===== src/rtl/pm1_pkg.sv =====
package pm1_pkg;

  localparam logic [15:0] SCI_MASK = 16'h0121;
  localparam int unsigned BIT_TMR  = 0;
  localparam int unsigned BIT_PWR  = 5;
  localparam int unsigned BIT_GLB  = 8;

  typedef enum logic [1:0] {
    RGN_NONE = 2'd0,
    RGN_EVT  = 2'd1,
    RGN_TMR  = 2'd2
  } region_e;

  // Lane mask for an access of 'size' bytes starting at byte 'off'
  function automatic logic [3:0] lane_mask(input logic [1:0] off, input logic [2:0] size);
    logic [3:0] m;
    for (int l = 0; l < 4; l++) begin
      m[l] = (l >= int'(off)) && (l < int'(off) + int'(size));
    end
    return m;
  endfunction

  // Read data for the status/enable word: shift down, mask to width
  function automatic logic [31:0] word_extract(input logic [31:0] word, input logic [1:0] off,
                                               input logic [2:0] size);
    logic [31:0] sh;
    logic [31:0] keep;
    sh = word >> (8 * off);
    case (size)
      3'd1:    keep = 32'h0000_00FF;
      3'd2:    keep = 32'h0000_FFFF;
      default: keep = 32'hFFFF_FFFF;
    endcase
    return sh & keep;
  endfunction

  function automatic logic evt_size_ok(input logic [2:0] size);
    return (size == 3'd1) || (size == 3'd2) || (size == 3'd4);
  endfunction

endpackage


===== src/rtl/pm1_decode.sv =====
module pm1_decode
  import pm1_pkg::*;
#(
  parameter int unsigned AW   = 16,
  parameter logic [AW-1:0] BASE = 16'h1F40
) (
  input  logic          valid,
  input  logic [AW-1:0] addr,
  input  logic [2:0]    size,
  output region_e       region,
  output logic [1:0]    off,
  output logic          size_bad,
  output logic          acc_ok
);
  localparam logic [AW-1:0] EVT_SPAN = AW'(4);
  localparam logic [AW-1:0] TMR_OFF  = AW'(8);

  logic [AW-1:0] rel;

  always_comb begin
    rel    = addr - BASE;
    off    = rel[1:0];
    region = RGN_NONE;
    if (rel < EVT_SPAN)      region = RGN_EVT;
    else if (rel == TMR_OFF) region = RGN_TMR;
    case (region)
      RGN_EVT: size_bad = !evt_size_ok(size);
      RGN_TMR: size_bad = (size != 3'd4);
      default: size_bad = 1'b0;
    endcase
    acc_ok = valid && (region != RGN_NONE) && !size_bad;
  end
endmodule


===== src/rtl/pm1_evt_regs.sv =====
module pm1_evt_regs
  import pm1_pkg::*;
(
  input  logic        clk,
  input  logic        rst_n,
  input  logic        wr_stb,
  input  logic [3:0]  lanes,
  input  logic [31:0] wdata_al,
  input  logic        tmr_set,
  input  logic        pwr_set,
  input  logic        glb_set,
  output logic [15:0] sts,
  output logic [15:0] en
);
  logic [15:0] clr_bits;
  logic [15:0] set_bits;
  logic [15:0] en_next;

  // Status lanes: per-byte write-one-to-clear mask
  for (genvar b = 0; b < 2; b++) begin : g_sts_lane
    assign clr_bits[8*b +: 8] = (wr_stb && lanes[b]) ? wdata_al[8*b +: 8] : 8'h00;
  end

  // Enable lanes: direct byte load
  for (genvar b = 0; b < 2; b++) begin : g_en_lane
    assign en_next[8*b +: 8] = (wr_stb && lanes[b+2]) ? wdata_al[16 + 8*b +: 8] : en[8*b +: 8];
  end

  always_comb begin
    set_bits          = '0;
    set_bits[BIT_TMR] = tmr_set;
    set_bits[BIT_PWR] = pwr_set;
    set_bits[BIT_GLB] = glb_set;
  end

  always_ff @(posedge clk) begin
    if (!rst_n) begin
      sts <= '0;
      en  <= '0;
    end else begin
      sts <= (sts & ~clr_bits) | set_bits;
      en  <= en_next;
    end
  end
endmodule


===== src/rtl/pm1_timer.sv =====
module pm1_timer #(
  parameter int unsigned TMR_W = 32
) (
  input  logic             clk,
  input  logic             rst_n,
  input  logic             tick,
  output logic [TMR_W-1:0] cnt,
  output logic             msb_flip
);
  logic [TMR_W-1:0] cnt_next;

  always_comb begin
    cnt_next = tick ? cnt + TMR_W'(1) : cnt;
    msb_flip = cnt_next[TMR_W-1] ^ cnt[TMR_W-1];
  end

  always_ff @(posedge clk) begin
    if (!rst_n) cnt <= '0;
    else        cnt <= cnt_next;
  end
endmodule


===== src/rtl/pm1_event_timer.sv =====
module pm1_event_timer
  import pm1_pkg::*;
#(
  parameter int unsigned TMR_W = 32,
  parameter logic [15:0] BASE  = 16'h1F40
) (
  input  logic        clk,
  input  logic        rst_n,
  input  logic        req_valid,
  input  logic        req_write,
  input  logic [15:0] req_addr,
  input  logic [2:0]  req_size,
  input  logic [31:0] req_wdata,
  input  logic        tick_en,
  input  logic        pwrbtn_set,
  input  logic        global_set,
  output logic        rsp_valid,
  output logic        rsp_claim,
  output logic        rsp_err,
  output logic [31:0] rsp_rdata,
  output logic        sci
);
  region_e           region;
  logic [1:0]        off;
  logic              size_bad;
  logic              acc_ok;
  logic              evt_wr;
  logic [3:0]        lanes;
  logic [31:0]       wdata_al;
  logic [15:0]       sts;
  logic [15:0]       en;
  logic [TMR_W-1:0]  cnt;
  logic              msb_flip;
  logic [31:0]       cnt_ext;
  logic [31:0]       rd_next;
  logic              bad_acc;

  pm1_decode #(.AW(16), .BASE(BASE)) u_dec (
    .valid(req_valid), .addr(req_addr), .size(req_size),
    .region(region), .off(off), .size_bad(size_bad), .acc_ok(acc_ok)
  );

  assign evt_wr   = acc_ok && req_write && (region == RGN_EVT);
  assign lanes    = lane_mask(off, req_size);
  assign wdata_al = req_wdata << (8 * off);
  assign bad_acc  = req_valid && (region != RGN_NONE) && size_bad;

  pm1_evt_regs u_evt (
    .clk(clk), .rst_n(rst_n), .wr_stb(evt_wr), .lanes(lanes), .wdata_al(wdata_al),
    .tmr_set(msb_flip), .pwr_set(pwrbtn_set), .glb_set(global_set),
    .sts(sts), .en(en)
  );

  pm1_timer #(.TMR_W(TMR_W)) u_tmr (
    .clk(clk), .rst_n(rst_n), .tick(tick_en), .cnt(cnt), .msb_flip(msb_flip)
  );

  assign cnt_ext = 32'(cnt);

  always_comb begin
    rd_next = '0;
    if (acc_ok && !req_write) begin
      if (region == RGN_EVT) rd_next = word_extract({en, sts}, off, req_size);
      else                   rd_next = cnt_ext;
    end
  end

  always_ff @(posedge clk) begin
    if (!rst_n) begin
      rsp_valid <= 1'b0;
      rsp_claim <= 1'b0;
      rsp_err   <= 1'b0;
      rsp_rdata <= '0;
    end else begin
      rsp_valid <= req_valid;
      rsp_claim <= req_valid && (region != RGN_NONE);
      rsp_err   <= bad_acc;
      rsp_rdata <= rd_next;
    end
  end

  assign sci = |(sts & en & SCI_MASK);
endmodule


===== config.mk =====
export PLATFORM = sky130hd
export DESIGN_NAME = pm1_event_timer
export DESIGN_NICKNAME = d
export VERILOG_FILES = /design/src/rtl/pm1_pkg.sv /design/src/rtl/pm1_decode.sv /design/src/rtl/pm1_evt_regs.sv /design/src/rtl/pm1_timer.sv /design/src/rtl/pm1_event_timer.sv
export SDC_FILE = /design/constraint.sdc
export NUM_CORES = 1
export LEC_CHECK = 0
export ABC_AREA = 1
export CAP_MARGIN = 25
export CELL_PAD_IN_SITES_DETAIL_PLACEMENT = 1
export CELL_PAD_IN_SITES_GLOBAL_PLACEMENT = 1
export CORE_ASPECT_RATIO = 1.4
export CORE_MARGIN = 2
export CORE_UTILIZATION = 35
export DETAILED_ROUTE_END_ITERATION = 10
export DONT_BUFFER_PORTS = 1
export PLACE_DENSITY_LB_ADDON = 0.08
export SLEW_MARGIN = 20
export SYNTH_ARGS = -nofsm -noshare
export SYNTH_HDL_FRONTEND = slang
export SYNTH_SLANG_ARGS = --single-unit

===== constraint.sdc =====
create_clock -name clk -period 4.3 [get_ports clk]
set_input_delay 0.43 -clock clk [delete_from_list [all_inputs] [get_ports clk]]
set_output_delay 0.43 -clock clk [all_outputs]
set_load 0.01 [all_outputs]

# Yosys cells after proc, flatten, opt, wreduce, memory -nomap -nowiden
# Cells that the tools add are included.
# W data, S select, Z words.
# totals
ff_bits	99
in_bits	58
output_inout_bits	36
# op_classes
add_sub_neg	3
n_lt_le_gt_ge	8
eq_ne	7
shifts	2
mux	10
bitwise	6
reduce_logical	21
# op_table
cell	n
$mux W32	4
$pmux W32 S2	1
$add A32 B1 Y32 const B	1
$and A32 B32 Y32	1
$lt A1 B32 Y1 const A	1
$lt A2 B32 Y1 const A	1
$lt A3 B32 Y1 const A	1
$shl A32 B5 Y32	1
$shr A32 B5 Y32	1
$and A16 B16 Y16	1
$eq A16 B4 Y1 const B	1
$lt A16 B3 Y1 const B	1
$mux W8	2
$not A16 Y16	1
$or A16 B9 Y16	1
$sub A16 B13 Y16 const B	1
$logic_and A1 B1 Y1	13
$and A9 B9 Y9	1
$add A2 B3 Y4	1
$ge A1 B2 Y1 const A	2
$lt A2 B4 Y1 const A	1
$mux W2	2
$eq A3 B1 Y1 const B	1
$eq A3 B2 Y1 const B	1
other kinds (12)	15

# Logic depth before layout (Yosys ltp)
# Gate-level depths: netlist of run 1.
# logic_depth
depth_word	15
mapped_depth	12
depth_no_buf	12

# By module
# A second synthesis of run 1 with hierarchy kept.
# unflattened
cells_unflattened	893
hier_area_um2	5560.3
# modules_own_cells
mod	n_inst	cells_per_inst	area_each_um2	seq_area_each_um2
pm1_event_timer	1	436	2452.4	700.7
pm1_timer	1	274	1786.7	640.6
pm1_evt_regs	1	143	1133.6	640.6
pm1_decode	1	40	187.7	0.0

# Least setup slack after synthesis of run 1
# OpenSTA, ideal clock, no wires.
# synth_timing
path_type	input port to flip-flop
start	input port req_addr[0]
end	register u_evt.sts[0]
arrival_ps	1833
required_ps	4168
slack_ps	2334
stages	9
path_buffers	0
cell_sequence	ha_1 fa_1 xnor2_1 nand2_1 inv_1 a21oi_2 nand4_1 nand2_1 a21oi_1
# synth_via
elab_chain_len	15
# synth_lines
element	line_no	rtl
from (decl)	pm1_event_timer.sv:11	input logic [15:0] req_addr,
$sub A16 B13 Y16 *	pm1_decode.sv:21	rel = addr - BASE;
parallel branches: the longest is 10 deep, another holds $lt A16 B3 Y1	--	
$mux W8 *	pm1_evt_regs.sv:21	assign clr_bits[8*b +: 8] = (wr_stb && lanes[b]) ? wdata_al[8*b +: 8] : 8'h00;
$not A16 Y16 *	pm1_evt_regs.sv:41	sts <= (sts & ~clr_bits) | set_bits;
$and A16 B16 Y16 *	pm1_evt_regs.sv:41	
$or A16 B9 Y16 *	pm1_evt_regs.sv:41	
to (signal assigned)	pm1_evt_regs.sv:41	
to (decl)	pm1_evt_regs.sv:12	output logic [15:0] sts,
# Every way passes the cells marked *.
# A chain may end at the register's enable or synchronous reset.

# Final worst setup path of run 1
# layout_timing
start	input port req_addr[7]
end	register u_evt.en[8]
# layout_via
elab_chain_len	11
# layout_lines
element	line_no	rtl
$sub A16 B13 Y16 *	pm1_decode.sv:21	
parallel branches: the longest is 2 deep, another holds $lt A16 B3 Y1	--	
$mux W2 *	pm1_decode.sv:24	if (rel < EVT_SPAN) region = RGN_EVT;
$eq A2 B2 Y1 or $eq A2 B1 Y1 (tied branches)	pm1_decode.sv:26, pm1_event_timer.sv:43	
$pmux W1 S2	pm1_decode.sv:26	case (region)
$logic_not A1 Y1	pm1_decode.sv:31	acc_ok = valid && (region != RGN_NONE) && !size_bad;
$logic_and A1 B1 Y1	pm1_decode.sv:31	
$logic_and A1 B1 Y1	pm1_event_timer.sv:43	assign evt_wr = acc_ok && req_write && (region == RGN_EVT);
$logic_and A1 B1 Y1 *	pm1_event_timer.sv:43	
$logic_and A1 B1 Y1 *	pm1_evt_regs.sv:26	assign en_next[8*b +: 8] = (wr_stb && lanes[b+2]) ? wdata_al[16 + 8*b +: 8] : en[8*b +: 8];
to (signal assigned)	pm1_evt_regs.sv:42	en <= en_next;
to (decl)	pm1_evt_regs.sv:13	output logic [15:0] en
# Marks and branches as above.

==> impl_metrics.env, run 1 <==
export IMPL_fin_area_mm2=0.00563
export IMPL_worst_r2r_cell_count=9
export IMPL_worst_slack_ns=2.14
export IMPL_initial_utilization_pct=35.9
export IMPL_syn_inst=769
export IMPL_ys_seq_elements=99
export IMPL_n_antenna_cell=0
export IMPL_hold_path_end="u_tmr.cnt[0]"
export IMPL_drc=0
export IMPL_pre_cts_slack_ns=1.76
export IMPL_hpwl_mm=13.8
export IMPL_die_area_mm2=0.0160
export IMPL_worstPathRequired_ns=4.58
export IMPL_synth_area_mm2=0.00523
export IMPL_synthTopCellsByArea="dfxtp_1 38%, nand2_1 10%, inv_1 9.1%, o21ai_0 5.7%, a21oi_1 5.1%"
export IMPL_die_w_um=107
export IMPL_cts_setup_buffers=0
export IMPL_peakVddDrop_mv=0.157
export IMPL_final_hold_violation_count=0
export IMPL_track_usage_pct=22.9
export IMPL_viasPerCell=5.33
export IMPL_drtPass1Iterations=4
export IMPL_tns_ns=0
export IMPL_ys_warn_count=0
export IMPL_drt_iter0_drc=184
export IMPL_fillers=1920
export IMPL_worstPathMaxFanout=40
export IMPL_post_drt_wl_per_cell_um=18.7
export IMPL_fin_skew_ns=0.00566
export IMPL_yosysSeqAreaShare_pct=37.9
export IMPL_r2r_start="u_tmr.cnt[0]"
export IMPL_p_leak_nw=2.25
export IMPL_drive_gt1_share_pct=5.44
export IMPL_tightest_slew_ns=0.653
export IMPL_min_period_over_period_pct=50.3
export IMPL_finalSetupViolations=0
export IMPL_hp_start="tick_en"
export IMPL_hold_class="in -> reg"
export IMPL_finalCriticalPeriod_ns=2.16
export IMPL_areaGrowthSynthToFinish_pct=7.48
export IMPL_reg2reg_slack_ns=2.27
export IMPL_grt_pass1_wl_mm=28.5
export IMPL_num_rows=52
export IMPL_synthDistinctLibCells=38
export IMPL_hold_buffers=0
export IMPL_synthDominantCellAreaShare_pct=37.9
export IMPL_async_reset_ff_share_pct=0
export IMPL_clock_fmax_mhz=462
export IMPL_whs_path_depth=1
export IMPL_crit_reg2reg_capture="u_tmr.cnt[24]"
export IMPL_startpoint_type="input port"
export IMPL_antenna_found_initial=0
export IMPL_clock_path_buffers=2
export IMPL_synth_edff_count=0
export IMPL_arrival_ns=2.44
export IMPL_yosys_area_top_type="dfxtp_1"
export IMPL_total_power_mw=1.84
export IMPL_tritoncts="built"
export IMPL_cts_root_buffer="clkbuf_16"
export IMPL_synth_commonest_cells="141 x nand2_1, 127 x inv_1, 99 x dfxtp_1"
export IMPL_endpoint_kind="register"
export IMPL_drv_cap=0
export IMPL_placed_cell_area_mm2=0.00534
export IMPL_insertion_delay_ns=0.34
export IMPL_die_y_um=149
export IMPL_gr_total_overflow=0
export IMPL_portBuffers=0
export IMPL_yosysMostFrequentCell="nand2_1"
export IMPL_outcome="complete, no violations"
export IMPL_slew_headroom_pct=56.3
export IMPL_power_density_mw_per_mm2=327
export IMPL_wl_mm=17.6
export IMPL_grt_start_max_net_pins=54
export IMPL_regArea_mm2=0.00198
export IMPL_vias=5023
export IMPL_path_clk_slew_ns=0.07
export IMPL_rsz0062_at_grt="false"
export IMPL_syn_num_nets=831
export IMPL_fin_nets=811
export IMPL_multi_input_area_mm2=0.00260
export IMPL_cts_max_level=3
export IMPL_ios=94
export IMPL_postRouteAntennaNets=0
export IMPL_gp_congestion=0.851
export IMPL_path_class="in -> reg"
export IMPL_first_global_vias=5253
export IMPL_cts_sinks=99
export IMPL_synth_flop_cell="dfxtp_1"
export IMPL_finalMaxSlewViolations=0
export IMPL_core_area_mm2=0.0146
export IMPL_numCtsBuffers=9
export IMPL_cts_resized=0
export IMPL_syn_mean_instance_area_um2=6.81
-- registers in the layout (all words and copies together) (netlist names) --
name and flops:
rsp_claim 1, rsp_err 1, rsp_rdata 32, rsp_valid 1, u_evt.en 16, u_evt.sts 16
u_tmr.cnt 32
-- layout make-up --
| cell class | count | area share [%] |
|---|---|---|
| sequential | 99 | 35.2 |
| clock buffer | 9 | 4.00 |
| clock inverter | 7 | 1.09 |
| multi-input combinational | 505 | 46.3 |
| inverter | 131 | 8.79 |
| timing repair buffer | 3 | 0.400 |
| tap | 189 | 4.20 |
-- cell families after synthesis --
family | Yosys count | synth area share, %
adders and majority gates | 4 | 1.10
DFF | 99 | 37.9
AOI/OAI and AO/OA | 189 | 21.5
and+or+nand+nor | 308 | 26.4
buffers and inverters | 165 | 12.4
xor gates and xnor gates | 4 | 0.669
-- critical path: stages --
cell and delay (ns):
nor2_1 0.13, nand2_1 0.08, o21ai_2 0.21, nand4_4 0.49, nor2_4 0.34, nand2_4 0.10
inv_4 0.21, nand2_2 0.19, nand2_1 0.10, inv_1 0.04, nor2_1 0.12
-- worst max-delay path by stage --
stage / from / endpoint / slack, ns / cells past startpoint
detailed placement: req_addr[7] / u_evt.en[8] / 1.76 / 11
finish: req_addr[7] / u_evt.en[8] / 2.14 / 11
global route: req_addr[0] / rsp_rdata[9] / 1.78 / 7
CTS: req_addr[7] / u_evt.en[8] / 2.12 / 11
floorplan: req_addr[0] / u_evt.sts[0] / 2.33 / 9
global placement: req_addr[0] / rsp_rdata[27] / 1.85 / 7
-- placed cells by master (no fill, tap or decap), types with 2 or more instances in the layout --
cell,instances
a211oi_1,22
a21oi_1,53
a21oi_2,2
a22o_1,8
a22oi_1,16
a31oi_1,16
buf_4,3
clkbuf_16,9
clkinv_4,3
clkinvlp_4,2
dfxtp_1,99
ha_1,3
inv_1,127
inv_2,3
nand2_1,141
nand2_2,3
nand2_4,2
nand3_1,53
nand4_1,14
nor2_1,58
nor2_2,4
nor2_4,2
nor3_1,22
nor3_2,2
nor3b_1,2
nor4_1,2
o211ai_1,9
o21ai_0,60
xor2_1,3
-- stage by stage --
stage          utilization, %  hold WS [ns]  instances
2_1_floorplan               -         0.432        769
3_3_place_gp             36.6         0.443        927
3_5_place_dp             36.6         0.452        927
6_report                 38.6         0.171        943
4_1_cts                  38.6         0.156        943
5_1_grt                  38.6         0.176        943
-- report_power, final --
group          total (mW)  switching, mW  internal, mW
logic               0.125         0.0858        0.0391
registers           0.923        0.00386         0.919
clock network       0.791          0.389         0.402
total                1.84          0.478          1.36
-- metal layers --
metal	up-vias	global-route usage, %	share of wire (%)
li1	2503	-	-
met1	2393	26.8	42
met2	104	42.6	53
met3	23	3.07	2.7
met4	0	7.56	2.7
met5	-	0	0
(Power assumes the default switching activity.)
==> run 2: changes to the inputs <==
- clock period: 4.3 -> 2.2 ns (I/O delays scaled with it)
==> run 2 against run 1 <==
Against the previous run: total power rose by 110%; global-route usage rose by 1.2 points; clock power rose by 120%; cell count rose by 3.0%; clock skew rose by 0.0045 ns; sequential share of layout area fell by 1.9 points; first-iteration DRC count rose by 16%; sequential cell count did not move; largest cell class unchanged; highest routed layer unchanged.
==> impl_metrics.env, run 2 (synthesis gave the netlist of run 1 again) <==
export IMPL_outcome="complete, no violations"
export IMPL_endpoint_kind="register"
export IMPL_drt_iter0_drc=214
export IMPL_startpoint_type="input port"
export IMPL_dp_cells=935
export IMPL_grt_start_max_net_pins=55
export IMPL_areaGrowthSynthToFinish_pct=13.8
export IMPL_power_density_mw_per_mm2=641
export IMPL_ios=94
export IMPL_fin_nets=839
export IMPL_track_usage_pct=24.1
export IMPL_first_global_vias=5457
export IMPL_worstPathMaxFanout=36
export IMPL_reg2reg_slack_ns=0.14
export IMPL_pre_cts_slack_ns=0.163
export IMPL_crit_reg2reg_capture="u_tmr.cnt[28]"
export IMPL_worstPathRequired_ns=2.44
export IMPL_largestRegisters="rsp_rdata x32, u_tmr.cnt x32"
export IMPL_portBuffers=0
export IMPL_n_antenna_cell=0
export IMPL_vias=5119
export IMPL_post_drt_wl_per_cell_um=19.0
export IMPL_final_hold_violation_count=0
export IMPL_finalSetupViolations=0
export IMPL_rsz0062_at_grt="false"
export IMPL_cts_sinks=99
export IMPL_mostFrequentLayoutCell="nand2_1"
export IMPL_num_rows=52
export IMPL_antenna_found_initial=0
export IMPL_tns_ns=0
export IMPL_final_cell_mix="141 x nand2_1, 126 x inv_1, 97 x dfxtp_1, 60 x o21ai_0, 55 x nor2_1"
export IMPL_core_area_mm2=0.0146
export IMPL_arrival_ns=2.30
export IMPL_postRouteAntennaNets=0
export IMPL_stdcell_count=971
export IMPL_die_y_um=149
export IMPL_drv_cap=0
export IMPL_r2r_start="u_tmr.cnt[25]"
export IMPL_tritoncts="built"
export IMPL_slew_headroom_pct=48.4
export IMPL_hp_start="rst_n"
export IMPL_gr_total_overflow=0
export IMPL_cts_max_level=3
export IMPL_numCtsBuffers=9
export IMPL_worst_r2r_cell_count=8
export IMPL_die_area_mm2=0.0160
export IMPL_p_leak_nw=2.41
export IMPL_die_w_um=107
export IMPL_whs_path_depth=2
export IMPL_clock_path_buffers=2
export IMPL_grt_pass1_wl_mm=29.6
export IMPL_drtPass1Iterations=4
export IMPL_hold_path_end="u_evt.sts[3]"
export IMPL_finalMaxSlewViolations=0
export IMPL_hold_class="in -> reg"
export IMPL_tightest_slew_ns=0.771
export IMPL_finalCriticalPeriod_ns=2.06
export IMPL_initial_utilization_pct=35.9
export IMPL_placed_cell_area_mm2=0.00541
export IMPL_gp_congestion=0.855
export IMPL_final_core_util_pct=40.9
export IMPL_peakVddDrop_mv=0.324
export IMPL_cts_root_buffer="clkbuf_16"
export IMPL_insertion_delay_ns=0.35
export IMPL_crit_start="rst_n"
export IMPL_worst_slack_ns=0.138
export IMPL_clock_fmax_mhz=485
export IMPL_hpwl_mm=13.8
export IMPL_path_clk_slew_ns=0.07
export IMPL_viasPerCell=5.27
export IMPL_fin_skew_ns=0.0101
export IMPL_path_class="in -> reg"
export IMPL_fin_area_mm2=0.00596
export IMPL_drc=0
export IMPL_drive_gt1_share_pct=7.29
export IMPL_wl_mm=18.5
export IMPL_min_period_over_period_pct=93.7
==> run 2: how the worst max path moves through the flow <==
stage | end | slack, ns | cells after the start
floorplan | u_evt.sts[0] | 0.44 | 9
global placement | u_evt.en[6] | 0.20 | 10
detailed placement | u_evt.en[6] | 0.16 | 10
CTS | rsp_rdata[11] | 0.03 | 7
global route | u_tmr.cnt[28] | 0.004 | 9
finish | rsp_rdata[13] | 0.14 | 7
==> run 2: final cells by class <==
type	instances	area (µm²)
repair buffers	31	293
inverters	131	494
multi-input cells	505	2630
well taps	189	236
fillers	1902	8620
clock buffers	10	229
flip-flops and latches	99	1980
clock inverters	6	87.6
==> run 2: per-layer routing <==
layer	up-vias	global-route usage [%]	share of wire, %
li1	2553	-	-
met1	2429	27.5	41
met2	108	44.8	53
met3	29	3.24	2.6
met4	0	9.62	3.4
met5	-	0	0
==> run 2: timing repair <==
item	in CTS	in global routing
endpoints found under the setup margin	0	29
setup buffers	0	1
hold buffers	19	0
endpoints found under the hold margin	25	0
gates resized for setup	0	9
==> run 2: power breakdown <==
| part | switching (mW) | internal, mW |
|---|---|---|
| clock network | 0.722 | 1.00 |
| logic | 0.180 | 0.107 |
| registers | 0.00817 | 1.80 |
==> run 2: metrics by stage <==
stage | power [mW] | hold WS (ns)
finish | 3.82 | 0.0163
CTS | 3.86 | 0.000860
detailed placement | 2.10 | 0.322
global placement | 2.09 | 0.314
global route | 3.96 | 0.0156
floorplan | 2.05 | 0.310
==> run 2: worst max-delay path, stage by stage <==
cell           delay, ns
dlygate4sd3_1       0.80
nand2_1             0.15
a21oi_1             0.14
nand4_1             0.17
nor2_1              0.21
nand2_4             0.23
a211oi_1            0.35
